[src/rtl/fpw_pkg.sv]
// Shared constants and types for the page-write controller.
// Assumes an 8-bit register bus with the address map below.
package fpw_pkg;
    localparam logic [1:0] REG_LATCH = 2'd0;
    localparam logic [1:0] REG_CTRL1 = 2'd1;
    localparam logic [1:0] REG_CTRL2 = 2'd2;

    localparam int CB_START = 0;
    localparam int CB_WEN   = 1;
    localparam int CB_CFG   = 2;
    localparam int CB_MEM   = 3;

    localparam logic [7:0] KEY_FIRST  = 8'h55;
    localparam logic [7:0] KEY_SECOND = 8'hAA;

    typedef enum logic [1:0] {
        UL_IDLE = 2'd0,
        UL_KEY1 = 2'd1,
        UL_KEY2 = 2'd2
    } unlock_t;
endpackage

[src/rtl/fpw_hold_buf.sv]
// Holding buffer: one byte-wide slot per page byte. Assumes that wr_en and
// clear never overlap in a useful way; clear wins if they do.
module fpw_hold_buf #(
    parameter int PAGE_BYTES = 8,
    localparam int SEL_W = $clog2(PAGE_BYTES)
) (
    input  logic                    clk,
    input  logic                    rst_n,
    input  logic                    wr_en,
    input  logic [SEL_W-1:0]        sel,
    input  logic [7:0]              wr_data,
    input  logic                    clear,
    output logic [PAGE_BYTES*8-1:0] data_o
);
    for (genvar k = 0; k < PAGE_BYTES; k++) begin : g_slot
        logic [7:0] slot_q;
        // Load or clear this slot
        always_ff @(posedge clk) begin
            if (!rst_n)                              slot_q <= '0;
            else if (clear)                          slot_q <= '0;
            else if (wr_en && sel == SEL_W'(k))      slot_q <= wr_data;
        end
        assign data_o[k*8 +: 8] = slot_q;
    end


    buf_clear_chk: assert property (@(posedge clk) disable iff (!rst_n)
        $past(clear) |-> data_o == '0);
endmodule

[src/rtl/fpw_unlock.sv]
// Unlock checker: tracks the two key writes and flags a valid start write.
// Assumes every bus write, table write and pointer load is one access.
module fpw_unlock
    import fpw_pkg::*;
(
    input  logic       clk,
    input  logic       rst_n,
    input  logic       block,
    input  logic       bus_we,
    input  logic [1:0] bus_addr,
    input  logic [7:0] bus_wdata,
    input  logic       other_access,
    output logic       armed_o,
    output logic       go_o
);
    unlock_t st_q;

    // Advance or reset the key sequence
    always_ff @(posedge clk) begin
        if (!rst_n || block || other_access) st_q <= UL_IDLE;
        else if (bus_we) begin
            if (bus_addr == REG_CTRL2 && bus_wdata == KEY_FIRST)
                st_q <= UL_KEY1;
            else if (st_q == UL_KEY1 && bus_addr == REG_CTRL2 && bus_wdata == KEY_SECOND)
                st_q <= UL_KEY2;
            else
                st_q <= UL_IDLE;
        end
    end

    assign armed_o = (st_q == UL_KEY2);

    // Decode a legal start write
    always_comb begin
        go_o = !block && !other_access && bus_we && armed_o &&
               bus_addr == REG_CTRL1 && bus_wdata[CB_START] &&
               bus_wdata[CB_WEN] && bus_wdata[CB_MEM] && !bus_wdata[CB_CFG];
    end
endmodule

[src/rtl/fpw_prog_timer.sv]
// Programming timer: busy for PROG_CYCLES cycles after start, then flags
// expiry in its last busy cycle. Start is ignored while busy.
module fpw_prog_timer #(
    parameter int PROG_CYCLES = 400000,
    localparam int CNT_W = $clog2(PROG_CYCLES + 1)
) (
    input  logic clk,
    input  logic rst_n,
    input  logic start,
    output logic busy_o,
    output logic expire_o
);
    logic [CNT_W-1:0] cnt_q;

    // Count down the program window
    always_ff @(posedge clk) begin
        if (!rst_n) begin
            busy_o <= 1'b0;
            cnt_q  <= '0;
        end else if (!busy_o) begin
            if (start) begin
                busy_o <= 1'b1;
                cnt_q  <= CNT_W'(PROG_CYCLES - 1);
            end
        end else if (cnt_q == '0) begin
            busy_o <= 1'b0;
        end else begin
            cnt_q <= cnt_q - 1'b1;
        end
    end

    assign expire_o = busy_o && (cnt_q == '0);


    timer_range_chk: assert property (@(posedge clk) disable iff (!rst_n)
        busy_o |-> cnt_q < CNT_W'(PROG_CYCLES));
endmodule

[src/rtl/flash_page_writer.sv]
// Page-write controller top: data latch, table pointer, holding buffer,
// unlock checker and timed commit to a wide memory write port.
// Assumes a page of PAGE_BYTES bytes aligned on its own size.
module flash_page_writer
    import fpw_pkg::*;
#(
    parameter int ADDR_W      = 12,
    parameter int PAGE_BYTES  = 8,
    parameter int PROG_CYCLES = 400000,
    localparam int SEL_W  = $clog2(PAGE_BYTES),
    localparam int PAGE_W = ADDR_W - SEL_W
) (
    input  logic                    clk,
    input  logic                    rst_n,
    input  logic                    bus_we,
    input  logic [1:0]              bus_addr,
    input  logic [7:0]              bus_wdata,
    input  logic                    tbl_wr,
    input  logic                    tbl_inc,
    input  logic                    ptr_load,
    input  logic [ADDR_W-1:0]       ptr_value,
    output logic [ADDR_W-1:0]       tbl_ptr_o,
    output logic                    stall_o,
    output logic                    mem_we_o,
    output logic [PAGE_W-1:0]       mem_addr_o,
    output logic [PAGE_BYTES*8-1:0] mem_wdata_o,
    output logic                    done_o
);
    logic [7:0]              latch_q;
    logic [PAGE_W-1:0]       page_q;
    logic [PAGE_BYTES*8-1:0] buf_data;
    logic                    busy, expire, go, armed;

    // Byte data latch written from the bus
    always_ff @(posedge clk) begin
        if (!rst_n) latch_q <= '0;
        else if (!busy && bus_we && bus_addr == REG_LATCH) latch_q <= bus_wdata;
    end

    // Table pointer load and post-increment
    always_ff @(posedge clk) begin
        if (!rst_n)                      tbl_ptr_o <= '0;
        else if (!busy) begin
            if (ptr_load)                tbl_ptr_o <= ptr_value;
            else if (tbl_wr && tbl_inc)  tbl_ptr_o <= tbl_ptr_o + 1'b1;
        end
    end

    // Capture destination page on a legal start
    always_ff @(posedge clk) begin
        if (!rst_n)  page_q <= '0;
        else if (go) page_q <= tbl_ptr_o[ADDR_W-1:SEL_W];
    end

    // Issue the wide array write and the done pulse
    always_ff @(posedge clk) begin
        if (!rst_n) begin
            mem_we_o    <= 1'b0;
            done_o      <= 1'b0;
            mem_addr_o  <= '0;
            mem_wdata_o <= '0;
        end else begin
            mem_we_o <= expire;
            done_o   <= expire;
            if (expire) begin
                mem_addr_o  <= page_q;
                mem_wdata_o <= buf_data;
            end
        end
    end

    assign stall_o = busy;

    fpw_hold_buf #(.PAGE_BYTES(PAGE_BYTES)) u_buf (
        .clk(clk), .rst_n(rst_n),
        .wr_en(tbl_wr && !busy), .sel(tbl_ptr_o[SEL_W-1:0]),
        .wr_data(latch_q), .clear(expire), .data_o(buf_data)
    );

    fpw_unlock u_unlock (
        .clk(clk), .rst_n(rst_n), .block(busy),
        .bus_we(bus_we), .bus_addr(bus_addr), .bus_wdata(bus_wdata),
        .other_access(tbl_wr || ptr_load),
        .armed_o(armed), .go_o(go)
    );

    fpw_prog_timer #(.PROG_CYCLES(PROG_CYCLES)) u_timer (
        .clk(clk), .rst_n(rst_n), .start(go),
        .busy_o(busy), .expire_o(expire)
    );


    unlock_seq_chk: assert property (@(posedge clk) disable iff (!rst_n)
        $rose(stall_o) |-> $past(armed) && $past(bus_we));

    commit_end_chk: assert property (@(posedge clk) disable iff (!rst_n)
        mem_we_o |-> !stall_o && $past(stall_o));

    done_pulse_chk: assert property (@(posedge clk) disable iff (!rst_n)
        done_o |=> !done_o);

    ptr_hold_chk: assert property (@(posedge clk) disable iff (!rst_n)
        stall_o |=> $stable(tbl_ptr_o));
endmodule

[config.mk]
export PLATFORM = sky130hd
export DESIGN_NAME = flash_page_writer
export DESIGN_NICKNAME = d
export VERILOG_FILES = /design/src/rtl/fpw_pkg.sv /design/src/rtl/fpw_hold_buf.sv /design/src/rtl/fpw_unlock.sv /design/src/rtl/fpw_prog_timer.sv /design/src/rtl/flash_page_writer.sv
export SDC_FILE = /design/constraint.sdc
export NUM_CORES = 1
export LEC_CHECK = 0
export BUFFER_PORTS_ARGS = -buffer_cell sky130_fd_sc_hd__clkbuf_2
export CAP_MARGIN = 20
export CORE_UTILIZATION = 53
export CTS_BUF_LIST = sky130_fd_sc_hd__clkbuf_8
export CTS_CLUSTER_DIAMETER = 200
export DETAILED_ROUTE_END_ITERATION = 7
export PLACE_DENSITY_LB_ADDON = 0.3
export RECOVER_POWER = 100
export SYNTH_ARGS = -nofsm -noshare
export SYNTH_HDL_FRONTEND = slang
export SYNTH_SLANG_ARGS = --single-unit
[constraint.sdc]
create_clock -name clk -period 1.8 [get_ports clk]
set_input_delay 0.36 -clock clk [delete_from_list [all_inputs] [get_ports clk]]
set_output_delay 0.36 -clock clk [all_outputs]
set_load 0.03 [all_outputs]
==> impl_metrics.ini, run 1 <==
[layout]
fillerInstances = 993
sequential_cell_area_in_the_final_layout_sq_um = 3790
multi_input_gate_area_sq_um = 3830
final_layout_size_suffix_gt1_share_pct = 27.3
n_antenna_cell = 0
layout.nets = 1123
util_after_layout_pct = 73.4
area_growth_from_synthesis_to_layout_pct = 32.9

[clocking]
tritoncts.num_buffers = 17
clock_tree.root_cell = sky130_fd_sc_hd__clkbuf_8
htree_levels = 4
clock_sink_count = 189
clock_latency_ns = 0.48
cts.reportedPaths.clkPinSlew_ns = 0.10
cts_tree = yes
clockBufferDepth = 2

[sta]
final.period_utilization_pct = 104
final_hold_viol_count = 0
achievable-frequency_ghz = 0.535
finalSetupViolations = 128
timing.max_slew.rel_slack_pct = 53.4
drv_slew = 0
worstMarginPinSlew_ns = 0.699
fin_ws_ns = -0.0701
finalWorstPathRequiredPeriod_ns = 1.87
fin_skew_ns = 0.0169
rsz_0062_raised_after_global_routing = true

[worst_setup_path]
critPathMaxFanout = 23
cp-start-kind = flip-flop
endpoint_kind = flip-flop
required_ns = 2.17
worstPathArrival_ns = 2.24
critPathKind = flip-flop to flip-flop

[yosys]
asyncSetResetFlopFracSynth_pct = 0
synthDistinctLibCells = 54
synth_area_per_inst_sq_um = 8.06
postSynth.topFlopCell = sky130_fd_sc_hd__dfxtp_1
synth-edff-count = 0
mapped_nets = 958
syn_area_sq_um = 7440
register_area_share_after_synthesis_pct = 50.9
ys_ff_latch = 189
netlist_instances = 923
number_of_warnings_issued_by_yosys = 0

[floorplan]
number_of_primary_i_o_pins = 116
design.die.area_sq_um = 14500
floorplan.die.width_microns = 120
floorplan.initialDensity_pct = 55.3
core.rowCount = 42
design.core.area_sq_um = 13500
vertical_extent_of_the_die_microns = 120

[power_and_ir_drop]
vdd_drop_max_mv = 0.535
leakage_nw = 3.44
post-layout-total-power_mw = 7.84
power.density_nw_per_um2 = 794

[global_routing]
busiest_layer = met2
use_met2_pct = 44.4
grt_first_pass_wirelength_mm = 30.4
globalRoute.totalOverflow = 0
grt_pass1_vias = 6403
grt_util_met1_pct = 33.1
groute.layer.met3.usage_pct = 6.13
grt_start_max_net_pins = 47
global_route.usage.total_pct = 26.5
antenna_violations_before_repair = 0

[routing]
drc_errors = 0
wl_per_cell_microns = 18.0
viasPerCell = 5.75
drt.antenna.violating_nets = 0
drt-pass1-iter-count = 7
finalWirelength_mm = 23.0
route.vias.total = 7347
dr.first_iter.drc_count = 541

[outcome]
status = finished with violations
failed_checks = negative setup slack

[placement]
hpwlAfterDp_mm = 12.4
routabilityCongestion = 0.911
port_buffers = 115

[hold_path]
hold_path.class = input pin to flip-flop

[flow_run]
cap_viol_max_count = 0
[final timing paths]
kind / start / to / slack, ns / cells past startpoint
max: u_timer.cnt_q[8] / mem_wdata_o[31] / -0.07 / 6
max reg2reg: u_timer.cnt_q[8] / mem_wdata_o[31] / -0.07 / 6
min: bus_wdata[6] / latch_q[6] / 0.13 / 3
min reg2reg: mem_wdata_o[13] / mem_wdata_o[13] / 0.45 / 2
[Yosys cell counts, types with 5 or more instances]
| master | instances | share of area, % |
|---|---|---|
| sky130_fd_sc_hd__and3_1 | 7 | 0.59 |
| sky130_fd_sc_hd__a21oi_1 | 167 | 11 |
| sky130_fd_sc_hd__buf_2 | 11 | 0.74 |
| sky130_fd_sc_hd__mux2i_1 | 11 | 1.5 |
| sky130_fd_sc_hd__buf_4 | 6 | 0.61 |
| sky130_fd_sc_hd__a31oi_1 | 6 | 0.50 |
| sky130_fd_sc_hd__buf_1 | 12 | 0.61 |
| sky130_fd_sc_hd__or4_1 | 6 | 0.61 |
| sky130_fd_sc_hd__a211oi_1 | 7 | 0.71 |
| sky130_fd_sc_hd__ha_1 | 7 | 1.2 |
| sky130_fd_sc_hd__o31ai_1 | 8 | 0.81 |
| sky130_fd_sc_hd__nor3_1 | 8 | 0.54 |
| sky130_fd_sc_hd__dfxtp_1 | 189 | 51 |
| sky130_fd_sc_hd__nand3_1 | 29 | 2.0 |
| sky130_fd_sc_hd__nor2_1 | 35 | 1.8 |
| sky130_fd_sc_hd__clkbuf_1 | 37 | 1.9 |
| sky130_fd_sc_hd__xor2_1 | 8 | 0.94 |
| sky130_fd_sc_hd__nand2_1 | 295 | 15 |
| sky130_fd_sc_hd__o21ai_0 | 5 | 0.34 |
| sky130_fd_sc_hd__inv_1 | 8 | 0.40 |
[critical path, cell delays in order, from the launching register on]
cell                        delay (ns)
sky130_fd_sc_hd__dfxtp_2          0.35
sky130_fd_sc_hd__nor4_4           0.33
sky130_fd_sc_hd__nand2_1          0.15
sky130_fd_sc_hd__or3_4            0.53
sky130_fd_sc_hd__clkbuf_16        0.25
sky130_fd_sc_hd__nand2_1          0.10
sky130_fd_sc_hd__a21oi_1          0.06
[repair_timing]
| action | in CTS | in global routing |
|---|---|---|
| setup endpoints to repair | 140 | 150 |
| gates resized for setup | 6 | 146 |
| setup buffers | 2 | 4 |
| pin swaps | 3 | 25 |
| cloned | 2 | 17 |
| hold buffers | 0 | 0 |
[kinds of logic (layout without fill, tap and decap cells)]
logic type               count (synthesis)  count (layout)  synth area share (%)
flip-flops                             189             189                  50.9
adder cells (fa/ha/maj)                  7               7                  1.18
AO/OA/AOI/OAI                          213             213                  16.0
buffers and inverters                   77             254                  4.58
AND/OR/NAND/NOR                        415             416                  24.5
multiplexers                            12              12                  1.63
XOR/XNOR                                10              10                  1.18
[registers in the layout (all words and copies together), names as in the netlist]
name                 flops
mem_wdata_o             64
u_buf.g_slot.slot_q     64
u_timer.cnt_q           19
tbl_ptr_o               12
mem_addr_o               9
page_q                   9
latch_q                  8
u_unlock.st_q            2
done_o                   1
u_timer.busy_o           1
[metal layers]
metal	share of wire [%]	wire, microns
met1	40	9210
met2	47	10800
met3	8.3	1920
met4	4.4	1010
met5	0	0
[report_power, final]
group	switching (mW)	internal (mW)
logic	0.335	0.202
clock network	1.60	1.43
registers	0.0573	4.21
[metrics by stage]
step	instances	instance area, sq um	setup TNS, ns	hold WS (ns)	setup slack [ns]
2_1_floorplan	923	7460	-0.317	0.432	-0.0228
3_3_place_gp	1220	8570	-8.15	0.438	-0.106
3_5_place_dp	1220	8570	-12.56	0.442	-0.155
4_1_cts	1256	9090	-0.0172	0.112	-0.0172
5_1_grt	1277	9880	-17.33	0.134	-0.173
6_report	1277	9880	-4.30	0.132	-0.0701
[cell type report]
class | count | share of cell area (%)
well taps | 176 | 2.23
repair buffers | 213 | 15.9
clock buffers | 18 | 2.51
inverters | 9 | 0.355
clock inverters | 14 | 1.82
multi-input cells | 658 | 38.8
flip-flops and latches | 189 | 38.4
[cells in the final DEF (no fill, tap or decap), types with 10 or more instances in the layout]
cell                        netlist  final
sky130_fd_sc_hd__buf_6            2     10
sky130_fd_sc_hd__nand2_2          1     20
sky130_fd_sc_hd__clkbuf_2         0     33
sky130_fd_sc_hd__nor2_1          35     28
sky130_fd_sc_hd__dfxtp_1        189    182
sky130_fd_sc_hd__mux2i_1         11     11
sky130_fd_sc_hd__nand2_1        295    275
sky130_fd_sc_hd__clkbuf_8         0     18
sky130_fd_sc_hd__nand3_1         29     28
sky130_fd_sc_hd__clkbuf_16        0     11
sky130_fd_sc_hd__a21oi_1        167     88
sky130_fd_sc_hd__a21oi_2          0     78
sky130_fd_sc_hd__buf_4            6     63
sky130_fd_sc_hd__clkbuf_1        37     84
Power figures use the tool's default switching activity.
==> inputs of run 2 (changes only) <==
CORE_UTILIZATION = 25   (was 53)
==> run 2 against run 1 <==
Net effect: non-clock buffer count down 13; first-iteration DRC count down 40%; count of clock-buffer cells in the layout unchanged; core utilization down 41 points; routed wire length down 2.5%; clock skew up 0.0038 ns; critical endpoint is now u_timer.cnt_q[15]; the run now ends clean; cell area down 3.4%; register-to-register slack better by 0.08 ns; clock power up 5%; largest power group unchanged; worst hold slack better by 0.019 ns.
==> impl_metrics.ini, run 2 (synthesis results as in run 1) <==
[layout]
layout.nets = 1109
area_growth_from_synthesis_to_layout_pct = 28.3
commonest_cells_after_routing_fill_and_taps_aside = sky130_fd_sc_hd__nand2_1 (295), sky130_fd_sc_hd__dfxtp_1 (179), sky130_fd_sc_hd__a21oi_1 (161)
final_layout_size_suffix_gt1_share_pct = 21.7
final_cell_area_sq_um = 9540
layout.cells.most_common = sky130_fd_sc_hd__nand2_1
final_cells = 1471
n_antenna_cell = 0
biggestRegsByFlops = mem_wdata_o (64), u_buf.g_slot.slot_q (64), u_timer.cnt_q (19)

[clocking]
clockBufferDepth = 2
post_cts_hold_buffer_count = 0
cts_tree = yes
clock_sink_count = 189
clock_tree.root_cell = sky130_fd_sc_hd__clkbuf_8
htree_levels = 4
clock_latency_ns = 0.48
cts.reportedPaths.clkPinSlew_ns = 0.10
tritoncts.num_buffers = 17

[global_routing]
globalRoute.totalOverflow = 0
grt_start_max_net_pins = 53
global_route.usage.total_pct = 14.4
grt_pass1_vias = 6230
grt_first_pass_wirelength_mm = 34.1
antenna_violations_before_repair = 2

[floorplan]
vertical_extent_of_the_die_microns = 174
floorplan.initialDensity_pct = 25.6
number_of_primary_i_o_pins = 116
design.die.area_sq_um = 30400
core.rowCount = 62
design.core.area_sq_um = 29000
floorplan.die.width_microns = 174

[routing]
dr.first_iter.drc_count = 322
detailroute.wirelength.met2_mm = 10.4
finalWirelength_mm = 22.4
drc_errors = 0
drt-pass1-iter-count = 5
route.vias.total = 6714
top_layer_used = met5
drt.antenna.violating_nets = 0
viasPerCell = 4.56
m1WireLength_mm = 10.3
wl_per_cell_microns = 15.2
met3_wirelength_mm = 1.45

[placement]
hpwlAfterDp_mm = 15.1
routabilityCongestion = 0.798
number_of_cells_in_the_design_after_placement = 1426
place_area_sq_um = 8830
port_buffers = 115

[sta]
finalSetupViolations = 0
achievable-frequency_ghz = 0.558
worstMarginPinSlew_ns = 0.559
rsz_0062_raised_after_global_routing = true
finalWorstPathRequiredPeriod_ns = 1.79
final.period_utilization_pct = 99.5
fin_skew_ns = 0.0206
drv_slew = 0
final_hold_viol_count = 0
timing.max_slew.rel_slack_pct = 62.7

[worst_setup_path]
critPathMaxFanout = 7
worstPathArrival_ns = 2.19
critPathKind = flip-flop to flip-flop
endpoint_kind = flip-flop
startpoint_of_the_most_critical_register_to_register_path = u_timer.cnt_q[11]
critPathBufInv = 2
timing.critical_path.slowest_cell_delay_ns = 0.50
cpMaxStageDelayCell = sky130_fd_sc_hd__or4_1
timing.critical_path.max_delay_family = simple AND/OR/NAND/NOR gates
critical_path.cell_chain = nor4_4, nand2_1, buf_6, buf_4, or4_1, a21oi_1
required_ns = 2.20
r2r_slack_ns = 0.009
worst-r2r-cell-count = 6
timing.rr.end = u_timer.cnt_q[15]
cp-start-kind = flip-flop

[outcome]
status = completed

[hold_path]
min_path_cells = 3
hold_end = latch_q[5]
hold_path.class = input pin to flip-flop
hold_path.startpoint = bus_wdata[5]

[power_and_ir_drop]
leakage_nw = 3.45
vdd_drop_max_mv = 0.445
power.density_nw_per_um2 = 830

[flow_run]
cap_viol_max_count = 0
-- run 2: through the flow --
step | TNS, ns | hold WS [ns] | setup WS (ns) | utilization [%] | power [mW]
5_1_grt | -9.67 | 0.131 | -0.110 | 32.9 | 8.22
4_1_cts | -0.0379 | 0.123 | -0.0193 | 32.3 | 7.99
2_1_floorplan | -0.317 | 0.432 | -0.0228 | - | 4.61
6_report | 0 | 0.150 | 0.00870 | 32.9 | 7.92
3_5_place_dp | -15.35 | 0.443 | -0.166 | 30.4 | 4.82
3_3_place_gp | -11.42 | 0.437 | -0.132 | 30.4 | 4.82
-- run 2: what timing repair did --
item                       4_1_cts  5_1_grt
gates cloned                     1        5
setup buffers                    4        3
setup endpoints to repair      143      151
resized for setup               11       32
pin swaps                        1       15
-- run 2: worst max path at each step --
stage                      startpoint           endpoint  slack, ns  cells past startpoint
floorplan            u_timer.cnt_q[0]   u_timer.cnt_q[5]      -0.02                      8
global placement    u_timer.cnt_q[11]    mem_wdata_o[33]      -0.13                      6
detailed placement  u_timer.cnt_q[11]   u_timer.cnt_q[0]      -0.17                      6
CTS                 u_timer.cnt_q[15]    mem_wdata_o[57]      -0.02                      8
global route        u_timer.cnt_q[12]    mem_wdata_o[23]      -0.11                      8
finish              u_timer.cnt_q[11]  u_timer.cnt_q[15]      0.009                      6
-- run 2: where the power goes --
part	internal, mW	total, mW	switching, mW
clock network	1.58	3.19	1.61
registers	4.21	4.27	0.0612
logic	0.164	0.456	0.291
total	5.96	7.92	1.97
-- run 2: final cells by class --
| cell class | instances | area, sq um |
|---|---|---|
| inverter | 9 | 35.0 |
| timing repair buffer | 200 | 1360 |
| tap | 384 | 480 |
| sequential | 189 | 3800 |
| clock buffer | 18 | 248 |
| clock inverter | 14 | 208 |
| multi-input combinational | 657 | 3410 |
| fill | 3129 | 19500 |
-- run 2: worst reg2reg max path: cells and delay by family (launching register included) --
family / cells / cell delay [ns]
flops: 1 / 0.35
simple gates: 3 / 0.92
compound gates: 1 / 0.14
buf+inv: 2 / 0.31
-- run 2: per-layer routing --
metal | up-vias | GRT usage, %
li1 | 3420 | -
met1 | 3111 | 18.8
met2 | 156 | 22.8
met3 | 23 | 4.31
met4 | 4 | 3.95
met5 | - | 0
==> inputs of run 3 (changes only) <==
CORE_MARGIN = 10   (was default)
REMOVE_ABC_BUFFERS = 1   (was default)
==> run 3 against run 2 <==
Net effect: the run now ends with negative setup slack left; cell area rose by 7.0%; sequential cell count is the same; combinational power grew 9.6%; first-iteration DRC count rose by 61%; core utilization increased by 1.7 points; largest power group unchanged; highest routed layer is now met4.
==> impl_metrics.ini, run 3 (synthesis results as in run 1) <==
[outcome]
status = finished with violations
failed_checks = negative setup slack

[routing]
viasPerCell = 4.59
drc_errors = 0
drt.antenna.violating_nets = 0
route.vias.total = 6875
finalWirelength_mm = 25.2
wl_per_cell_microns = 16.8
drt-pass1-iter-count = 5
dr.first_iter.drc_count = 520

[hold_path]
hold_end = latch_q[6]
min_path_cells = 3
hold_path.class = input pin to flip-flop
hold_path.startpoint = bus_wdata[6]

[clocking]
tritoncts.num_buffers = 17
clockBufferDepth = 2
clock_tree.root_cell = sky130_fd_sc_hd__clkbuf_8
cts.reportedPaths.clkPinSlew_ns = 0.10
post_cts_hold_buffer_count = 0
clock_sink_count = 189
cts_tree = yes
htree_levels = 4
clock_latency_ns = 0.47

[worst_setup_path]
r2r_slack_ns = -0.03
critPathKind = flip-flop to flip-flop
critPathMaxFanout = 20
cp-start-kind = flip-flop
required_ns = 2.16
timing.rr.end = u_buf.g_slot[6].slot_q[6]
endpoint_kind = flip-flop
worstPathArrival_ns = 2.19
startpoint_of_the_most_critical_register_to_register_path = u_timer.cnt_q[8]
worst-r2r-cell-count = 6

[sta]
drv_slew = 0
timing.max_slew.rel_slack_pct = 56.1
rsz_0062_raised_after_global_routing = true
fin_tns_setup_ns = -0.295
final.period_utilization_pct = 102
final_hold_viol_count = 0
worstMarginPinSlew_ns = 0.658
hold_ws_ns = 0.143
achievable-frequency_ghz = 0.546
finalSetupViolations = 27
fin_ws_ns = -0.0313
fin_skew_ns = 0.0167
finalWorstPathRequiredPeriod_ns = 1.83

[global_routing]
grt_pass1_vias = 6461
grt_first_pass_wirelength_mm = 36.4
grt_start_max_net_pins = 49
antenna_violations_before_repair = 0
global_route.usage.total_pct = 12.5
globalRoute.totalOverflow = 0

[layout]
biggestRegsByFlops = mem_wdata_o (64), u_buf.g_slot.slot_q (64), u_timer.cnt_q (19)
area_growth_from_synthesis_to_layout_pct = 37.3
n_antenna_cell = 0
util_after_layout_pct = 34.6
commonest_cells_after_routing_fill_and_taps_aside = sky130_fd_sc_hd__nand2_1 (241), sky130_fd_sc_hd__dfxtp_1 (179), sky130_fd_sc_hd__clkbuf_2 (115)
final_layout_size_suffix_gt1_share_pct = 35.6
layout.nets = 1129
fillerInstances = 3157
final_cell_area_sq_um = 10200
layout.cells.most_common = sky130_fd_sc_hd__nand2_1

[power_and_ir_drop]
power.density_nw_per_um2 = 763
leakage_nw = 3.93
post-layout-total-power_mw = 7.79
vdd_drop_max_mv = 0.433

[floorplan]
core.rowCount = 63
vertical_extent_of_the_die_microns = 192
design.core.area_sq_um = 29500
design.die.area_sq_um = 37000
number_of_primary_i_o_pins = 116
floorplan.initialDensity_pct = 25.2
floorplan.die.width_microns = 192

[placement]
routabilityCongestion = 0.811
hpwlAfterDp_mm = 15.9
place_area_sq_um = 8860
port_buffers = 115

[flow_run]
cap_viol_max_count = 0
[run 3: cell types whose count changed in the layout (fill, tap and decap cells not counted), moves of 11 or more]
| cell | before | now |
|---|---|---|
| sky130_fd_sc_hd__nand2_2 | 1 | 44 |
| sky130_fd_sc_hd__nand2_4 | 0 | 11 |
| sky130_fd_sc_hd__buf_4 | 66 | 79 |
| sky130_fd_sc_hd__a21oi_1 | 161 | 113 |
| sky130_fd_sc_hd__clkbuf_1 | 40 | 1 |
| sky130_fd_sc_hd__nand2_1 | 295 | 241 |
| sky130_fd_sc_hd__a21oi_2 | 6 | 54 |
| sky130_fd_sc_hd__clkbuf_2 | 76 | 115 |
[run 3: critical path: stages, from the launching register on]
cell and delay, ns:
sky130_fd_sc_hd__dfxtp_2 0.35, sky130_fd_sc_hd__nor4_4 0.32, sky130_fd_sc_hd__nand2_2 0.12, sky130_fd_sc_hd__or3_4 0.49, sky130_fd_sc_hd__nand2_4 0.17, sky130_fd_sc_hd__clkbuf_16 0.21
sky130_fd_sc_hd__a21oi_1 0.06
[run 3: timing repair]
item	in CTS	in global routing
gates resized for setup	12	150
setup endpoints to repair	126	152
cloned	4	11
pin swaps	7	89
setup buffers	3	6
[run 3: final cells by class]
type / instances / area [sq um] / share of cell area, %
tap: 390 / 488 / 4.78
timing repair buffer: 220 / 1680 / 16.5
clock inverter: 15 / 183 / 1.79
clock buffer: 17 / 234 / 2.29
inverter: 9 / 35.0 / 0.343
sequential: 189 / 3800 / 37.2
multi-input combinational: 657 / 3790 / 37.1
[run 3: how the worst max path moves through the flow]
stage | from | end | slack (ns) | cells after the start
after global placement | u_timer.cnt_q[8] | u_timer.cnt_q[0] | -0.11 | 6
after global routing | u_unlock.st_q[0] | u_timer.cnt_q[9] | -0.10 | 6
after detailed placement | u_timer.cnt_q[8] | u_timer.cnt_q[1] | -0.11 | 6
after floorplan | u_timer.busy_o | mem_addr_o[0] | -1.92 | 5
after CTS | u_unlock.st_q[0] | u_timer.cnt_q[17] | 0.0004 | 6
final | u_timer.cnt_q[8] | u_buf.g_slot[6].slot_q[6] | -0.03 | 6
[run 3: per-stage QoR]
| stage | cells | worst slack, ns |
|---|---|---|
| 6_report | 1497 | -0.0313 |
| 4_1_cts | 1480 | 0.000430 |
| 3_3_place_gp | 1441 | -0.112 |
| 5_1_grt | 1497 | -0.104 |
| 2_1_floorplan | 855 | -1.92 |
| 3_5_place_dp | 1441 | -0.112 |
[run 3: per-layer routing]
layer  up-vias  share of wire (%)  GRT usage (%)
li1       3459                  -              -
met5         -                  0              0
met2       162                 45           18.9
met3        18                5.5           3.25
met4         0                1.1           3.22
met1      3236                 49           17.2
[run 3: power breakdown]
group	internal [mW]	switching, mW
clock network	1.40	1.62
registers	4.21	0.0553
logic	0.174	0.326
